<file path="src/rtl/tdm_pkg.sv">
package tdm_pkg;
  localparam int unsigned DEF_NUM_CH  = 32;
  localparam int unsigned DEF_CH_BITS = 8;
  localparam int unsigned DEF_USED_CH = 4;
  // clock cycles per bit cell is fixed at two
  localparam int unsigned HALF_PER_BIT = 2;
  localparam int unsigned SIG_CH = 0;
  localparam int unsigned CTL_CH = 1;
endpackage

</file>
<file path="src/rtl/tdm_timing.sv">
module tdm_timing
  import tdm_pkg::*;
#(
  parameter int unsigned NUM_CH  = DEF_NUM_CH,
  parameter int unsigned CH_BITS = DEF_CH_BITS,
  localparam int unsigned FRAME_LEN = NUM_CH * CH_BITS * HALF_PER_BIT,
  localparam int unsigned CNT_W = $clog2(FRAME_LEN)
) (
  input  logic             clk_i,
  input  logic             rst_ni,
  input  logic             fp_ni,
  output logic [CNT_W-1:0] cnt_o,
  output logic [CNT_W-1:0] cnt_nx_o,
  output logic             locked_o
);
  localparam logic [CNT_W-1:0] LAST = CNT_W'(FRAME_LEN - 1);

  always_comb begin
    if (!fp_ni)            cnt_nx_o = '0;
    else if (cnt_o == LAST) cnt_nx_o = '0;
    else                   cnt_nx_o = cnt_o + 1'b1;
  end

  always_ff @(posedge clk_i or negedge rst_ni) begin
    if (!rst_ni) begin
      cnt_o    <= '0;
      locked_o <= 1'b0;
    end else begin
      cnt_o <= cnt_nx_o;
      if (!fp_ni) locked_o <= 1'b1;
    end
  end

  a_r1_sync: assert property (@(posedge clk_i) disable iff (!rst_ni)
    !fp_ni |=> (cnt_o == '0) && locked_o);
  a_r2_wrap: assert property (@(posedge clk_i) disable iff (!rst_ni)
    (fp_ni && cnt_o == LAST) |=> (cnt_o == '0));
  a_r2_lock_kept: assert property (@(posedge clk_i) disable iff (!rst_ni)
    locked_o |=> locked_o);
endmodule

</file>
<file path="src/rtl/tdm_tx.sv">
module tdm_tx
  import tdm_pkg::*;
#(
  parameter int unsigned USED_CH = DEF_USED_CH,
  parameter int unsigned CH_BITS = DEF_CH_BITS,
  parameter int unsigned CNT_W   = 9,
  localparam int unsigned BIT_W  = $clog2(CH_BITS),
  localparam int unsigned CH_W   = CNT_W - BIT_W - 1,
  localparam int unsigned SEL_W  = $clog2(USED_CH)
) (
  input  logic                       clk_i,
  input  logic                       rst_ni,
  input  logic [CNT_W-1:0]           cnt_i,
  input  logic [CNT_W-1:0]           cnt_nx_i,
  input  logic                       locked_i,
  input  logic [USED_CH-1:0]         ch_en_i,
  input  logic [USED_CH*CH_BITS-1:0] tx_data_i,
  output logic                       tx_o,
  output logic                       tx_oe_o
);
  logic [CH_BITS-1:0] tx_bytes [USED_CH];
  logic [CH_BITS-1:0] tx_hold;
  logic [CH_W-1:0]    ch, ch_nx;
  logic [BIT_W-1:0]   slot;
  logic               load;

  for (genvar i = 0; i < USED_CH; i++) begin : g_bytes
    assign tx_bytes[i] = tx_data_i[i*CH_BITS +: CH_BITS];
  end

  assign ch    = cnt_i[CNT_W-1 -: CH_W];
  assign ch_nx = cnt_nx_i[CNT_W-1 -: CH_W];
  assign slot  = cnt_i[BIT_W:1];
  assign load  = (cnt_nx_i[BIT_W:0] == '0) && (ch_nx < CH_W'(USED_CH));

  always_ff @(posedge clk_i or negedge rst_ni) begin
    if (!rst_ni)   tx_hold <= '0;
    else if (load) tx_hold <= tx_bytes[ch_nx[SEL_W-1:0]];
  end

  always_comb begin
    tx_oe_o = 1'b0;
    if (locked_i && ch < CH_W'(USED_CH)) tx_oe_o = ch_en_i[ch[SEL_W-1:0]];
  end

  assign tx_o = tx_oe_o & tx_hold[BIT_W'(CH_BITS - 1) - slot];

  a_r3_cell_stable: assert property (@(posedge clk_i) disable iff (!rst_ni)
    (tx_oe_o && $past(tx_oe_o) && cnt_i[0]) |-> $stable(tx_o));
  a_r4_quiet_off: assert property (@(posedge clk_i) disable iff (!rst_ni)
    !tx_oe_o |-> !tx_o);
endmodule

</file>
<file path="src/rtl/tdm_rx.sv">
module tdm_rx
  import tdm_pkg::*;
#(
  parameter int unsigned USED_CH = DEF_USED_CH,
  parameter int unsigned CH_BITS = DEF_CH_BITS,
  parameter int unsigned CNT_W   = 9,
  localparam int unsigned BIT_W  = $clog2(CH_BITS),
  localparam int unsigned CH_W   = CNT_W - BIT_W - 1,
  localparam int unsigned SEL_W  = $clog2(USED_CH)
) (
  input  logic               clk_i,
  input  logic               rst_ni,
  input  logic [CNT_W-1:0]   cnt_i,
  input  logic               locked_i,
  input  logic               rx_i,
  output logic [CH_BITS-1:0] rx_byte_o,
  output logic [SEL_W-1:0]   rx_ch_o,
  output logic               rx_valid_o
);
  logic               rx_smp;
  logic [CH_BITS-1:0] shift_q;
  logic [CH_W-1:0]    ch;
  logic               last_cell;

  assign ch        = cnt_i[CNT_W-1 -: CH_W];
  assign last_cell = (cnt_i[BIT_W:0] == '1);

  // falling edge inside the second half-cell is the 3/4 point of the cell
  always_ff @(negedge clk_i or negedge rst_ni) begin
    if (!rst_ni)       rx_smp <= 1'b0;
    else if (cnt_i[0]) rx_smp <= rx_i;
  end

  always_ff @(posedge clk_i or negedge rst_ni) begin
    if (!rst_ni) begin
      shift_q    <= '0;
      rx_byte_o  <= '0;
      rx_ch_o    <= '0;
      rx_valid_o <= 1'b0;
    end else begin
      rx_valid_o <= 1'b0;
      if (cnt_i[0]) shift_q <= {shift_q[CH_BITS-2:0], rx_smp};
      if (cnt_i[0] && last_cell && locked_i && ch < CH_W'(USED_CH)) begin
        rx_byte_o  <= {shift_q[CH_BITS-2:0], rx_smp};
        rx_ch_o    <= ch[SEL_W-1:0];
        rx_valid_o <= 1'b1;
      end
    end
  end

  a_r7_one_cycle: assert property (@(posedge clk_i) disable iff (!rst_ni)
    rx_valid_o |=> !rx_valid_o);
  a_r7_on_boundary: assert property (@(posedge clk_i) disable iff (!rst_ni)
    rx_valid_o |-> (cnt_i[BIT_W:0] == '0));
endmodule

</file>
<file path="src/rtl/tdm_chan_if.sv">
module tdm_chan_if
  import tdm_pkg::*;
#(
  parameter int unsigned NUM_CH  = DEF_NUM_CH,
  parameter int unsigned CH_BITS = DEF_CH_BITS,
  parameter int unsigned USED_CH = DEF_USED_CH,
  localparam int unsigned CNT_W  = $clog2(NUM_CH * CH_BITS * HALF_PER_BIT),
  localparam int unsigned BIT_W  = $clog2(CH_BITS),
  localparam int unsigned CH_W   = CNT_W - BIT_W - 1,
  localparam int unsigned SEL_W  = $clog2(USED_CH)
) (
  input  logic                       clk_i,
  input  logic                       rst_ni,
  input  logic                       fp_ni,
  input  logic                       rx_i,
  input  logic                       d_en_i,
  input  logic                       c_en_i,
  input  logic [USED_CH*CH_BITS-1:0] tx_data_i,
  output logic                       tx_o,
  output logic                       tx_oe_o,
  output logic [CH_BITS-1:0]         rx_byte_o,
  output logic [SEL_W-1:0]           rx_ch_o,
  output logic                       rx_valid_o,
  output logic [USED_CH-1:0]         ch_strobe_o
);
  logic [CNT_W-1:0]   cnt, cnt_nx;
  logic               locked;
  logic [USED_CH-1:0] ch_en;
  logic [CH_W-1:0]    ch;

  assign ch = cnt[CNT_W-1 -: CH_W];

  for (genvar i = 0; i < USED_CH; i++) begin : g_chan
    if (i == SIG_CH)      begin : g_sig assign ch_en[i] = d_en_i; end
    else if (i == CTL_CH) begin : g_ctl assign ch_en[i] = c_en_i; end
    else                  begin : g_on  assign ch_en[i] = 1'b1;   end
    assign ch_strobe_o[i] = locked && (cnt[BIT_W:0] == '0) && (ch == CH_W'(i));
  end

  tdm_timing #(.NUM_CH(NUM_CH), .CH_BITS(CH_BITS)) u_timing (
    .clk_i, .rst_ni, .fp_ni,
    .cnt_o(cnt), .cnt_nx_o(cnt_nx), .locked_o(locked)
  );

  tdm_tx #(.USED_CH(USED_CH), .CH_BITS(CH_BITS), .CNT_W(CNT_W)) u_tx (
    .clk_i, .rst_ni, .cnt_i(cnt), .cnt_nx_i(cnt_nx), .locked_i(locked),
    .ch_en_i(ch_en), .tx_data_i, .tx_o, .tx_oe_o
  );

  tdm_rx #(.USED_CH(USED_CH), .CH_BITS(CH_BITS), .CNT_W(CNT_W)) u_rx (
    .clk_i, .rst_ni, .cnt_i(cnt), .locked_i(locked), .rx_i,
    .rx_byte_o, .rx_ch_o, .rx_valid_o
  );

  a_r4_used_only: assert property (@(posedge clk_i) disable iff (!rst_ni)
    tx_oe_o |-> (ch < CH_W'(USED_CH)));
  a_r5_sig_gate: assert property (@(posedge clk_i) disable iff (!rst_ni)
    (tx_oe_o && ch == CH_W'(SIG_CH)) |-> d_en_i);
  a_r5_ctl_gate: assert property (@(posedge clk_i) disable iff (!rst_ni)
    (tx_oe_o && ch == CH_W'(CTL_CH)) |-> c_en_i);
  a_r8_onehot: assert property (@(posedge clk_i) disable iff (!rst_ni)
    $onehot0(ch_strobe_o));
  a_r9_idle_unlocked: assert property (@(posedge clk_i) disable iff (!rst_ni)
    !locked |-> (!tx_oe_o && ch_strobe_o == '0 && !rx_valid_o));
endmodule

</file>
<file path="config.mk">
export PLATFORM = sky130hd
export DESIGN_NAME = tdm_chan_if
export DESIGN_NICKNAME = d
export VERILOG_FILES = /design/src/rtl/tdm_pkg.sv /design/src/rtl/tdm_timing.sv /design/src/rtl/tdm_tx.sv /design/src/rtl/tdm_rx.sv /design/src/rtl/tdm_chan_if.sv
export SDC_FILE = /design/constraint.sdc
export NUM_CORES = 1
export LEC_CHECK = 0
export BUFFER_PORTS_ARGS = -buffer_cell sky130_fd_sc_hd__buf_4
export CORE_MARGIN = 2
export CORE_UTILIZATION = 40
export CTS_CLUSTER_SIZE = 12
export DETAILED_ROUTE_END_ITERATION = 16
export PLACE_DENSITY_LB_ADDON = 0.1
export SLEW_MARGIN = 5
export SYNTH_ARGS = -nofsm -noshare
export SYNTH_HDL_FRONTEND = slang
export SYNTH_SLANG_ARGS = --single-unit
</file>
<file path="constraint.sdc">
create_clock -name clk_i -period 2.55 [get_ports clk_i]
set_clock_uncertainty 0.15 [all_clocks]
set_input_delay 0.255 -clock clk_i [delete_from_list [all_inputs] [get_ports clk_i]]
set_output_delay 0.255 -clock clk_i [all_outputs]
set_load 0.01 [all_outputs]
</file>
==> Yosys cells after proc, flatten, opt, wreduce, memory -nomap -nowiden <==
Cells that the tools add are included.
{ "op_classes": {"n_addsub": 2, "magnitude_cmp": 5, "n_eq_ne": 5, "mux": 11, "n_bitwise": 2, "n_reduce_logical": 13} }
{ "ops": {"columns": ["operator", "n"], "rows": [
  ["9-bit 2-to-1 mux", 2],
  ["8-bit binary-select mux with 2-bit select", 1],
  ["8-bit 2-to-1 mux", 2],
  ["5-bit by 2-bit equality test with 1-bit output, second input constant", 2],
  ["1-bit logical AND", 10],
  ["5-bit by 3-bit less-than comparator with 1-bit output, second input constant", 2],
  ["9-bit by 1-bit adder with 9-bit output, second input constant", 1],
  ["9-bit equality test, second input constant", 1],
  ["4-bit zero test", 2],
  ["5-bit by 1-bit equality test with 1-bit output, second input constant", 1],
  ["5-bit zero test", 1],
  ["4-bit equality test, second input constant", 1],
  ["3-bit by 4-bit less-than comparator with 1-bit output, second input constant", 1],
  ["1-bit 2-to-1 mux", 4],
  ["1-bit binary-select mux with 3-bit select", 1],
  ["3-bit >= comparator, second input constant", 1],
  ["2-bit by 3-bit less-than comparator with 1-bit output, second input constant", 1],
  ["2-bit NOT with 3-bit output", 1],
  ["3-bit subtractor, first input constant", 1],
  ["1-bit binary-select mux with 2-bit select", 1],
  ["1-bit AND", 1]
]} }
{ "totals": {"register_bits": 37, "in_bits": 38, "output_inout_bits": 17} }

==> Logic depth before layout (Yosys ltp) <==
Gate-level depths: netlist of run 1.
{ "depth": {"ltp_word": 7, "mapped_depth": 10, "depth_no_buf": 9} }

==> Hierarchy <==
From an unflattened synthesis of run 1, not the netlist that was laid out.
{ "hier_totals": {"cells_unflattened": 138, "area_unflattened_um2": 1930.6} }
{ "by_module_without_submodules": {"columns": ["mod", "n_inst", "cells_each", "area_per_inst_um2"], "rows": [
  ["tdm_rx", 1, 42, 783.3],
  ["tdm_tx", 1, 44, 621.8],
  ["tdm_timing", 1, 41, 445.4],
  ["tdm_chan_if", 1, 11, 80.1]
]} }

==> results of run 1 <==
synth_stat cells, types with 2 or more instances:
| master | n |
|---|---|
| dfrtp_1 | 36 |
| mux2_2 | 26 |
| nor2_1 | 8 |
| inv_1 | 7 |
| mux4_1 | 7 |
| nand3_1 | 5 |
| xnor2_1 | 4 |
| a21oi_1 | 3 |
| buf_2 | 3 |
| ha_1 | 3 |
| mux4_2 | 3 |
| nor3_1 | 3 |
| o21ai_0 | 3 |
| and2_1 | 2 |
| clkbuf_1 | 2 |
| nand2_1 | 2 |
| nand2b_1 | 2 |
| nor2b_1 | 2 |
| o21a_1 | 2 |
metal layers:
metal	vias up	GRT usage [%]	part of all wire (%)
met3	9	4.56	5.7
met2	45	25.8	47
met4	0	5.35	1.6
met5	-	0	0
met1	684	23.0	46
li1	637	-	-
state kept, by name, summed over array words and instances (netlist names):
signal             cells
u_timing.locked_o      1
u_rx.rx_valid_o        1
u_rx.shift_q           7
u_rx.rx_smp            1
u_rx.rx_ch_o           2
u_timing.cnt_o         9
u_tx.tx_hold           8
u_rx.rx_byte_o         8
timing repair:
item,in CTS,in global routing
endpoints found under the hold margin,36,0
buffers inserted,0,2
endpoints found under the setup margin,8,8
pin swaps,2,0
hold buffers,1,0
resized for setup,2,4
gates cloned,1,0
report_power, final:
group          switching [mW]  internal, mW  total (mW)  leakage [nW]
clock network           0.209         0.220       0.429        0.0445
registers              0.0472         0.663       0.710         0.473
logic                  0.0806         0.149       0.230         0.710
stage by stage:
step                      power (mW)  setup TNS [ns]  worst slack [ns]
after global placement         0.937               0            0.0354
after detailed placement       0.946          -0.272           -0.0543
after CTS                       1.38        -0.00631          -0.00407
after floorplan                0.841         -0.0964           -0.0136
final                           1.37               0            0.0270
after global routing            1.44          -0.546           -0.0811
placed cells by master (no fill, tap or decap), types with 3 or more instances in the layout:
cell type / Yosys / layout
xnor2_1: 4 / 4
clkbuf_8: 0 / 6
dfrtp_1: 36 / 35
o21ai_0: 3 / 3
mux2_2: 26 / 25
mux4_2: 3 / 8
nor2_1: 8 / 8
inv_1: 7 / 7
buf_4: 0 / 69
a21oi_1: 3 / 3
nand3_1: 5 / 4
worst paths after layout:
| kind | start | to | cells after the start |
|---|---|---|---|
| max | u_timing.cnt_o[0] | u_tx.tx_hold[3] | 8 |
| min | fp_ni | u_timing.locked_o | 2 |
| max reg2reg | u_timing.cnt_o[0] | u_tx.tx_hold[3] | 8 |
| min reg2reg | u_timing.locked_o | u_timing.locked_o | 1 |
| max in group asynchronous | rst_ni | u_rx.rx_smp | 2 |
| min in group asynchronous | rst_ni | u_rx.shift_q[5] | 3 |
kinds of logic after synthesis:
kind of cell | after synthesis | synth area share, %
compound gates | 11 | 4.31
fa+ha+maj | 3 | 1.99
buf+inv | 13 | 2.79
flops | 37 | 49.1
mux | 37 | 29.4
xor+xnor | 5 | 2.32
simple gates | 31 | 10.1
final cells by class:
type	count	share of cell area (%)
inverters	7	1.01
multi-input cells	88	36.2
clock buffers	7	3.32
clock inverters	1	0.288
repair buffers	71	21.0
flip-flops and latches	37	35.6
well taps	52	2.50
==> run metrics, run 1 <==
# IOs 55; Post-synth top flop dfrtp_1; largest net degree at the start of global routing 37; CP max stage cell mux4_2; Die Height between 70 and 80 um; Synth top area share 47.8%; Final Max Tran Viols 0; placed instance area 2440 um^2; cell row count 24; first-pass iteration count of the detailed router 4; FF+latch count, synth 37; post-synthesis async set-or-reset flop share 100%; CP arrival 2.54 ns; area delta synth->final 38.1%; Yosys Warn Count 0; r2r setup slk 0.03 ns; DP HPWL roughly 3 mm; Chip Width 72.7 um; Final period util 98.9%; clock latency on the worst-skew pair 0.29 ns; initial antenna violation count 0; Peak Freq 396 MHz; vias in the first global route 1,416; Avg Inst Size Synth 13.8 um^2; sequential-to-total area share from yosys stat between 40% and 50%; # fillers around 390; utilization after layout 58.6%; max incr delay on CP 0.55 ns; RSZ-0062 raised after global routing true; CTS tree done; Syn Nets 178; VDD IR max 0.295 mV; synthesized area around 1900 um^2; number of synthesized flops with an enable pin 0; CP delay by family, top multiplexers; htree depth 2; Worst Path Class, Setup reg2reg; Startpoint Class register; CTS Buf Count 5; DRT Wirelength about 4.2 mm; I/O Buffers 54; Worst Path Required 2.57 ns; Post-Syn Instances 137; worst slew pin tran 0.499 ns; Initial Utilization 42.4%; Pleak 1.23 nW; Cell variety after synth 33; power density over the cells between 500 and 600 nW/um^2; area of the multi-input gates approximately 940 um^2; Fin. Hold Viols 0; final instance area 2600 um^2; Post-Layout Cell Count approximately 260; via count 1,375; Rel. slew slack 66.6%; Buf+Inv Stages, Crit Path 0; clock buffer depth 2; Wirelength per Cell between 15 and 20 um; clk sinks 37; DRT antenna net count 0; core area 4440 um^2; Critical Path End Type register; crit-path max FO 5; total grt overflow 0; total track usage 16.7%; final setup violating endpoints 0; status completed; synth top area cells dfrtp_1 (48%), mux2_2 (16%), mux4_1 (9.8%); CTS Root Cell clkbuf_8; DR iter-0 viols 68; sequential cell area 927 um^2; clock-pin slew on the worst setup and hold paths 0.08 ns; worst hold path type in2reg; number of diodes 0; maxcap violations 0; share of cells above drive strength 1 between 50% and 60%; die area between 5000 and 6000 um^2; cell accounting for the most synthesized area dfrtp_1; Hold Slack 0.0284 ns; drt drc 0; Tmin final 2.52 ns; Final GP Congestion 0.841; CP Cell Sequence ha_4 -> nand3_4 -> nor3_4 -> ha_2 -> and2b_2 -> o21ai_4 -> mux4_2 -> mux2_2; Placed Cells roughly 250; # nets final 251; first-pass GRT wire length between 6 and 7 mm; Vias/cell between 5 and 6
(Power assumes the default switching activity.)
==> inputs of run 2 (changes only) <==
Settings changed: CTS_CLUSTER_SIZE 12 to default, RECOVER_POWER from default to 25.
==> run metrics, run 2 (same netlist as run 1, synthesis figures left out) <==
area delta synth->final 37.8%; Chip Width 72.7 um (unchanged); Final GP Congestion 0.841 (unchanged); CP arrival 2.54 ns (about the same); worst slew pin tran 0.927 ns (+0.428 ns); Fin. Hold Viols 0 (unchanged); final instance area 2600 um^2 (-0.24%); DRT Wirelength 4.15 mm (about the same); DR iter-0 viols 66 (-2.9%); HP Start fp_ni; maxcap violations 0 (unchanged); number of diodes 0 (unchanged); Startpoint Class register; reg-to-reg startpoint u_timing.cnt_o[0]; vias in the first global route 1,416 (unchanged); most common cell after layout, fill and taps aside buf_4; placed instance area 2440 um^2 (unchanged); Regs by FF count u_timing.cnt_o x9, u_rx.rx_byte_o x8, u_tx.tx_hold x8; status completed; Post-Layout Cell Count 263 (unchanged); # nets final 251 (unchanged); Tmin final 2.52 ns (-0.0000115 ns); DRT antenna net count 0 (unchanged); Rel. slew slack 38.2% (-28 points); VDD IR max 0.295 mV (+0.11%); htree depth 2 (unchanged); clock-pin slew on the worst setup and hold paths 0.08 ns (about the same); Hold Slack 0.0283 ns (-0.0000525 ns); Vias/cell 5.24 (+0.29%); power density over the cells 527 nW/um^2 (+0.17%); Wirelength per Cell 15.8 um (about the same); CTS tree done; Worst Path Required 2.57 ns (about the same); crit-path max FO 5 (unchanged); initial antenna violation count 0 (unchanged); clk sinks 37 (unchanged); Final Max Tran Viols 0 (unchanged); Worst Path Class, Setup reg2reg; # IOs 55 (unchanged); RSZ-0062 raised after global routing true; largest net degree at the start of global routing 37 (unchanged); die area 5280 um^2 (unchanged); total grt overflow 0 (unchanged); final setup margin 0.0270 ns (+0.0000115 ns); r2r setup slk 0.03 ns (about the same); most frequent cells in the layout buf_4 (67), dfrtp_1 (35), mux2_2 (25); Pleak 1.22 nW (-0.35%); total track usage 16.7% (unchanged); drt drc 0 (unchanged); Top reg by flops u_timing.cnt_o; clock latency on the worst-skew pair 0.29 ns (about the same); cell row count 24 (unchanged); I/O Buffers 54 (unchanged); Setup WS pre-CTS -0.0543 ns (unchanged); Peak Freq 396 MHz (about the same); clock buffer depth 2 (unchanged); worst hold path type in2reg; Die Height 72.7 um (unchanged); first-pass iteration count of the detailed router 4 (unchanged); Initial Utilization 42.4% (unchanged); share of cells above drive strength 1 58.8% (-0.47 points); Critical Path End Type register; CP startpoint u_timing.cnt_o[0]; max FFs per register 9 (unchanged); core area 4440 um^2 (unchanged); Final period util 98.9% (about the same); first-pass GRT wire length 6.63 mm (unchanged); final setup violating endpoints 0 (unchanged); CTS Root Cell clkbuf_8; via count 1,379 (+0.29%); CTS Buf Count 5 (unchanged); DP HPWL 3.00 mm (unchanged); Placed Cells 251 (unchanged)
[run 2: cell count changes in the layout (fill, tap and decap cells not counted), sizes merged]
cell and change:
clkbuf +2, buf -2
[run 2: final cells by class]
| cell class | count | area (um^2) |
|---|---|---|
| flip-flops and latches | 37 | 927 |
| fillers | 390 | 1850 |
| clock buffers | 7 | 86.3 |
| well taps | 52 | 65.1 |
| inverters | 7 | 26.3 |
| repair buffers | 71 | 542 |
| clock inverters | 1 | 7.51 |
| multi-input cells | 88 | 943 |
[run 2: path summary, 6_finish.rpt]
| path | to | depth (start not counted) |
|---|---|---|
| setup / recovery | u_tx.tx_hold[3] | 8 |
| hold / removal | u_timing.locked_o | 2 |
| setup reg to reg | u_tx.tx_hold[3] | 8 |
| hold reg to reg | u_timing.locked_o | 1 |
| max in group asynchronous | u_rx.rx_smp | 2 |
| min in group asynchronous | u_rx.rx_byte_o[7] | 3 |
[run 2: worst max-delay path, stage by stage, from the launching register on]
cell and delay, ns:
dfrtp_1 0.39, ha_4 0.16, nand3_4 0.09, nor3_4 0.17
ha_2 0.21, and2b_2 0.26, o21ai_4 0.14, mux4_2 0.55
mux2_2 0.27
[run 2: repair_timing]
item | in CTS | in global routing
endpoints found under the hold margin | 36 | 0
hold buffers | 1 | 0
buffers inserted | 0 | 2
gates resized for setup | 2 | 4
setup endpoints to repair | 8 | 8
pin swaps | 2 | 0
gates cloned | 1 | 0
[run 2: power breakdown]
part | switching [mW] | internal, mW | total [mW]
Sequential | 0.0472 | 0.663 | 0.710
Clock | 0.210 | 0.220 | 0.429
Combinational | 0.0806 | 0.148 | 0.228
Total | 0.338 | 1.03 | 1.37
[run 2: routing by layer]
| layer | share of wire (%) | vias to the layer above | track usage (%) |
|---|---|---|---|
| met4 | 1.6 | 0 | 5.35 |
| li1 | - | 638 | - |
| met1 | 46 | 685 | 23.0 |
| met5 | 0 | - | 0 |
| met3 | 5.8 | 9 | 4.56 |
| met2 | 47 | 47 | 25.8 |
[run 2: stage by stage]
step | power [mW] | TNS (ns) | utilization [%]
3_5_place_dp | 0.946 | -0.272 | 55.0
2_1_floorplan | 0.841 | -0.0964 | -
3_3_place_gp | 0.937 | 0 | 55.0
5_1_grt | 1.43 | -0.546 | 58.4
6_report | 1.37 | 0 | 58.4
4_1_cts | 1.38 | -0.00631 | 57.8
